[config.mk]
export PLATFORM = sky130hd
export DESIGN_NAME = clk_alarm_evreg
export DESIGN_NICKNAME = d
export VERILOG_FILES = /design/src/rtl/clkalm_pkg.sv /design/src/rtl/clkalm_sync.sv /design/src/rtl/clkalm_evcap.sv /design/src/rtl/clkalm_regmux.sv /design/src/rtl/clk_alarm_evreg.sv
export SDC_FILE = /design/constraint.sdc
export NUM_CORES = 1
export LEC_CHECK = 0
export ABC_AREA = 0
export BUFFER_PORTS_ARGS = -buffer_cell sky130_fd_sc_hd__buf_2
export CAP_MARGIN = 25
export CORE_MARGIN = 2
export CORE_UTILIZATION = 25
export DETAILED_ROUTE_END_ITERATION = 8
export PLACE_DENSITY = 0.51
export SLEW_MARGIN = 20
export SYNTH_ARGS = -nofsm -noshare
export SYNTH_HDL_FRONTEND = slang
export SYNTH_SLANG_ARGS = --single-unit
[constraint.sdc]
create_clock -name clk -period 2.15 [get_ports clk]
set_input_delay 0.43 -clock clk [delete_from_list [all_inputs] [get_ports clk]]
set_output_delay 0.43 -clock clk [all_outputs]
set_load 0.01 [all_outputs]
[src/rtl/clkalm_pkg.sv]
package clkalm_pkg;

    localparam int NUM_COND = 4;
    localparam int EV_W     = 2 * NUM_COND;
    localparam int ADDR_W   = 3;
    localparam int DATA_W   = 8;

    // condition indices, shared by alarm_in, event pairs and status bits
    localparam int C_PRI  = 0;
    localparam int C_SEC  = 1;
    localparam int C_HOLD = 2;
    localparam int C_UNLK = 3;

    // offsets that software decodes
    localparam logic [ADDR_W-1:0] OFS_STATUS = 3'd2;
    localparam logic [ADDR_W-1:0] OFS_EVENT  = 3'd6;
    localparam logic [ADDR_W-1:0] OFS_IDENT  = 3'd7;

    typedef enum logic {
        ST_PRIME = 1'b0,
        ST_ARMED = 1'b1
    } arm_state_e;

endpackage

[src/rtl/clkalm_sync.sv]
module clkalm_sync #(
    parameter int WIDTH  = 4,
    parameter int STAGES = 2
) (
    input  logic             clk,
    input  logic             rst_n,
    input  logic [WIDTH-1:0] d,
    output logic [WIDTH-1:0] q
);
    logic [WIDTH-1:0] stage_q [STAGES];

    always_ff @(posedge clk or negedge rst_n) begin
        if (!rst_n) begin
            stage_q[0] <= '0;
        end else begin
            stage_q[0] <= d;
        end
    end

    for (genvar g = 1; g < STAGES; g++) begin : g_stage
        always_ff @(posedge clk or negedge rst_n) begin
            if (!rst_n) begin
                stage_q[g] <= '0;
            end else begin
                stage_q[g] <= stage_q[g-1];
            end
        end
    end

    assign q = stage_q[STAGES-1];

endmodule

[src/rtl/clkalm_evcap.sv]
module clkalm_evcap
    import clkalm_pkg::*;
#(
    parameter int NCOND = NUM_COND
) (
    input  logic               clk,
    input  logic               rst_n,
    input  logic [NCOND-1:0]   lvl,
    input  logic               capture_en,
    input  logic               clear_rd,
    output logic [2*NCOND-1:0] ev_q
);
    localparam int NEV = 2 * NCOND;

    logic [NCOND-1:0] hist_q;
    logic [NEV-1:0]   edges;
    logic [NEV-1:0]   keep_mask;
    logic [NEV-1:0]   ev_d;

    // each condition owns an adjacent pair: even = rose, odd = fell
    for (genvar k = 0; k < NCOND; k++) begin : g_pair
        assign edges[2*k]   =  lvl[k] & ~hist_q[k];
        assign edges[2*k+1] = ~lvl[k] &  hist_q[k];
    end

    always_comb begin
        keep_mask = clear_rd ? ~ev_q : {NEV{1'b1}};
        ev_d      = ev_q & keep_mask;
        if (capture_en) begin
            ev_d = ev_d | edges;
        end
    end

    always_ff @(posedge clk or negedge rst_n) begin
        if (!rst_n) begin
            hist_q <= '0;
            ev_q   <= '0;
        end else begin
            hist_q <= lvl;
            ev_q   <= ev_d;
        end
    end

endmodule

[src/rtl/clkalm_regmux.sv]
module clkalm_regmux
    import clkalm_pkg::*;
#(
    parameter logic [3:0] IRQ_LINE = 4'hF,
    parameter logic [3:0] ID_TAG   = 4'h0
) (
    input  logic [ADDR_W-1:0]   addr,
    input  logic [NUM_COND-1:0] lvl,
    input  logic [EV_W-1:0]     ev,
    output logic [DATA_W-1:0]   rdata
);
    logic [DATA_W-1:0] status_byte;

    assign status_byte = {lvl[C_PRI], lvl[C_SEC], lvl[C_HOLD], lvl[C_UNLK], 4'b0000};

    always_comb begin
        unique case (addr)
            OFS_STATUS: rdata = status_byte;
            OFS_EVENT:  rdata = ev;
            OFS_IDENT:  rdata = {ID_TAG, IRQ_LINE};
            default:    rdata = '0;
        endcase
    end

endmodule

[src/rtl/clk_alarm_evreg.sv]
module clk_alarm_evreg
    import clkalm_pkg::*;
#(
    parameter int         SYNC_STAGES = 2,
    parameter logic [3:0] IRQ_LINE    = 4'h5,
    parameter logic [3:0] ID_TAG      = 4'h1
) (
    input  logic                clk,
    input  logic                rst_n,
    input  logic [NUM_COND-1:0] alarm_in,
    input  logic                rd_en,
    input  logic                wr_en,
    input  logic [ADDR_W-1:0]   addr,
    output logic [DATA_W-1:0]   rdata,
    output logic                irq
);
    localparam int PRIME_LAST = SYNC_STAGES;
    localparam int CNT_W      = $clog2(SYNC_STAGES + 1);

    arm_state_e          state_q, state_d;
    logic [CNT_W-1:0]    prime_cnt_q;
    logic                capture_en;
    logic                clear_rd;
    logic [NUM_COND-1:0] lvl_sync;
    logic [EV_W-1:0]     ev_q;

    // ---------------- controller: state register ----------------
    always_ff @(posedge clk or negedge rst_n) begin
        if (!rst_n) begin
            state_q <= ST_PRIME;
        end else begin
            state_q <= state_d;
        end
    end

    always_ff @(posedge clk or negedge rst_n) begin
        if (!rst_n) begin
            prime_cnt_q <= '0;
        end else if (state_q == ST_PRIME) begin
            prime_cnt_q <= prime_cnt_q + 1'b1;
        end
    end

    always_comb begin
        state_d = state_q;
        unique case (state_q)
            ST_PRIME: if (prime_cnt_q == CNT_W'(PRIME_LAST)) state_d = ST_ARMED; // PRIME_DONE
            ST_ARMED: state_d = ST_ARMED;
            default:  state_d = ST_PRIME;
        endcase
    end

    // ---------------- controller: outputs ----------------
    always_comb begin
        capture_en = 1'b0;
        unique case (state_q)
            ST_PRIME: capture_en = 1'b0;
            ST_ARMED: capture_en = 1'b1;
            default:  capture_en = 1'b0;
        endcase
    end

    assign clear_rd = rd_en && !wr_en && (addr == OFS_EVENT);

    clkalm_sync #(
        .WIDTH  (NUM_COND),
        .STAGES (SYNC_STAGES)
    ) u_sync (
        .clk   (clk),
        .rst_n (rst_n),
        .d     (alarm_in),
        .q     (lvl_sync)
    );

    clkalm_evcap #(
        .NCOND (NUM_COND)
    ) u_evcap (
        .clk        (clk),
        .rst_n      (rst_n),
        .lvl        (lvl_sync),
        .capture_en (capture_en),
        .clear_rd   (clear_rd),
        .ev_q       (ev_q)
    );

    clkalm_regmux #(
        .IRQ_LINE (IRQ_LINE),
        .ID_TAG   (ID_TAG)
    ) u_mux (
        .addr  (addr),
        .lvl   (lvl_sync),
        .ev    (ev_q),
        .rdata (rdata)
    );

    assign irq = |ev_q;

endmodule

==> results.py <==
metrics = {
    "status": {
        "outcome": "complete, no violations",
    },
    "die": {
        "io_pins": 20,
        "start_util": 0.263,
        "rows": 21,
        "fp.dieH_microns": 63.5,
        "die_w_microns": 63.5,
        "coreArea_sq_um": 3360,
        "die-area_sq_um": 4030,
    },
    "global_route": {
        "grt_usage": 0.0782,
        "antenna_found_initial": 0,
        "grt_pass1_vias": 519,
        "gr-total-overflow": 0,
        "grt_pass1_wl_microns": 2430,
        "grt_max_degree": 24,
    },
    "synth": {
        "syn-cell-area_sq_um": 885,
        "yosysUniqueCellTypes": 21,
        "seq_area_frac_synth": 0.651,
        "synth_nets": 81,
        "syn_area_per_cell_sq_um": 12.8,
        "synth_top_area_share": 0.651,
        "synth-seq-cells": 23,
        "synthCells": 69,
        "synthTopCellsByArea": "dfrtp_1 (65%), o2bb2ai_1 (5.0%), a32o_1 (3.4%)",
        "yosys_warnings": 0,
        "yosys.area.top_type": "dfrtp_1",
    },
    "critical_path": {
        "cp-start-kind": "flop",
        "crit_arrival_ns": 1.35,
        "crit_type": "reg -> out",
        "cp.required_ns": 1.72,
        "crit_fanout": 4,
        "crit_path_end_kind": "output port",
    },
    "detailed_routing": {
        "routed_wl_microns": 1490,
        "drtAntennaViolNets": 0,
        "first_pass_iters": 4,
        "drc_errors": 0,
        "drt_iter0_drc": 10,
        "wl_per_cell_microns": 10.9,
        "via_per_inst": 4.17,
        "num_vias": 567,
    },
    "cells_and_area": {
        "antenna_cells": 0,
        "area_growth_pct": 18.5,
        "drive_gt1_frac": 0.278,
        "final_nets": 103,
        "stdcell_area_sq_um": 1050,
    },
    "timing": {
        "min_period_over_period": 0.826,
        "slew_viol_final": 0,
        "fin_ws_ns": 0.375,
        "finalSetupViolations": 0,
        "tightestPinTransition_ns": 0.488,
        "final.min_clock_period_ns": 1.78,
        "fin_setup_tns_ns": 0,
        "holdWs_ns": 0.0665,
        "slew_headroom": 0.675,
        "fmax_mhz": 563,
        "hold_violations": 0,
        "finClkSkew_ns": 0.00437,
        "rsz0062_at_grt": "no",
    },
    "clock_tree": {
        "path_clk_slew_ns": 0.12,
        "root_buffer": "clkbuf_4",
        "cts_setup_buffers": 0,
        "hold_buffers": 0,
        "numCtsBuffers": 3,
        "cts.htree.levels": 1,
        "post_cts_resized": 0,
        "clkLatencyLatePin_ns": 0.30,
        "clock_path_buffers": 2,
        "cts_tree": "yes",
        "clock_sinks": 23,
    },
    "pwr": {
        "comb_power_share": 0.085,
        "ir_drop_mv": 0.437,
        "clkPwrFrac": 0.264,
        "power.switching_mw": 0.168,
        "leakage_nw": 0.501,
        "powerDensity_nw_per_um2": 686,
        "p_int_mw": 0.551,
        "switching_share": 0.233,
        "sequentialPowerShare": 0.651,
    },
    "place": {
        "dp_hpwl_microns": 1100,
        "place_area_sq_um": 1020,
        "gp_congestion": 0.702,
        "portBuffers": 19,
        "pre_cts_ws_ns": 0.505,
    },
    "flow_run": {
        "cap_viol_max_count": 0,
    },
    "hold_path": {
        "hp-class": "in -> async",
    },
}
-- routing by layer --
layer  vias to the layer above  share of wire  global-route usage
met5                         -              0                   0
met3                         2          0.078              0.0339
met2                        23           0.42               0.109
li1                        277              -                   -
met1                       265           0.49               0.108
met4                         0         0.0087              0.0245
-- through the flow --
stage,total power [mW],instances,util
2_1_floorplan,0.506,69,-
3_3_place_gp,0.537,132,0.304
3_5_place_dp,0.539,132,0.304
4_1_cts,0.730,136,0.312
5_1_grt,0.761,136,0.312
6_report,0.719,136,0.312
-- cell usage after synthesis (all sizes together) --
| library cell | number |
|---|---|
| dfrtp | 23 |
| nand2 | 8 |
| nor2 | 7 |
| o2bb2ai | 5 |
| inv | 4 |
| a32o | 3 |
| mux2i | 3 |
| and2 | 2 |
| buf | 2 |
| nor4 | 2 |
| o21ai | 2 |
| a21boi | 1 |
| and3b | 1 |
| ha | 1 |
| nand2b | 1 |
| nand3b | 1 |
| or2 | 1 |
| or3b | 1 |
| xnor2 | 1 |
-- layout make-up --
cell class	instances	area (sq um)
inverter	4	15.0
clock buffer	3	22.5
multi-input combinational	40	278
clock inverter	1	5.00
sequential	23	576
tap	46	57.6
fill	365	2310
timing repair buffer	19	95.1
-- power by group through the flow --
stage	combinational [mW]	sequential (mW)	clock (mW)
3_3_place_gp	0.0608	0.476	0
3_5_place_dp	0.0621	0.476	0
6_report	0.0612	0.468	0.190
5_1_grt	0.0685	0.471	0.221
4_1_cts	0.0626	0.468	0.200
2_1_floorplan	0.0340	0.472	0
-- worst paths after layout --
check,startpoint,endpoint,slack (ns),depth (start not counted)
max,u_sync.q[3]$_DFF_PN0_,rdata[4],0.37,3
min,rst_n,u_sync.stage_q[7]$_DFF_PN0_,0.07,1
max reg2reg,state_q$_DFF_PN0_,u_evcap.ev_q[6]$_DFF_PN0_,1.18,1
min reg2reg,u_sync.stage_q[5]$_DFF_PN0_,u_sync.q[1]$_DFF_PN0_,0.36,0
max in group asynchronous,rst_n,u_evcap.ev_q[2]$_DFF_PN0_,1.75,1
min in group clk,alarm_in[1],u_sync.stage_q[5]$_DFF_PN0_,0.22,1
-- cell usage in the layout, fill, tap and decap left out --
cell       synthesis  routed
a21boi_1           1       1
a32o_1             3       3
and2_1             2       2
and3b_4            1       1
buf_2              1      19
clkbuf_4           0       3
clkinv_2           0       1
dfrtp_1           23      23
ha_1               1       1
inv_1              4       4
mux2i_1            3       3
nand2_1            8       8
nand2b_1           1       1
nand3b_4           1       1
nor2_1             7       7
nor4_1             2       2
o21ai_0            1       1
o21ai_1            1       1
o2bb2ai_1          5       5
or2_1              1       1
or3b_1             1       1
xnor2_1            1       1
-- flip-flops by register name (all words and copies together), names as in the netlist --
name	cells
u_sync.stage_q	4
u_evcap.ev_q	8
prime_cnt_q	2
state_q	1
u_sync.q	4
u_evcap.hist_q	4
-- worst max-delay path: stages (launching register included) --
cell      delay, ns
dfrtp_1        0.42
or3b_1         0.36
a21boi_1       0.12
buf_2          0.14
-- logic make-up (layout without fill, tap and decap cells) --
kind of cell               Yosys count  after routing  share of synthesized area
adders and majority gates            1              1                     0.0141
buffers and inverters                6             27                     0.0353
and+or+nand+nor                     24             24                      0.153
muxes                                3              3                     0.0339
DFF                                 23             23                      0.651
AOI/OAI and AO/OA                   11             11                      0.103
xor gates and xnor gates             1              1                    0.00990
Power figures use the tool's default switching activity.
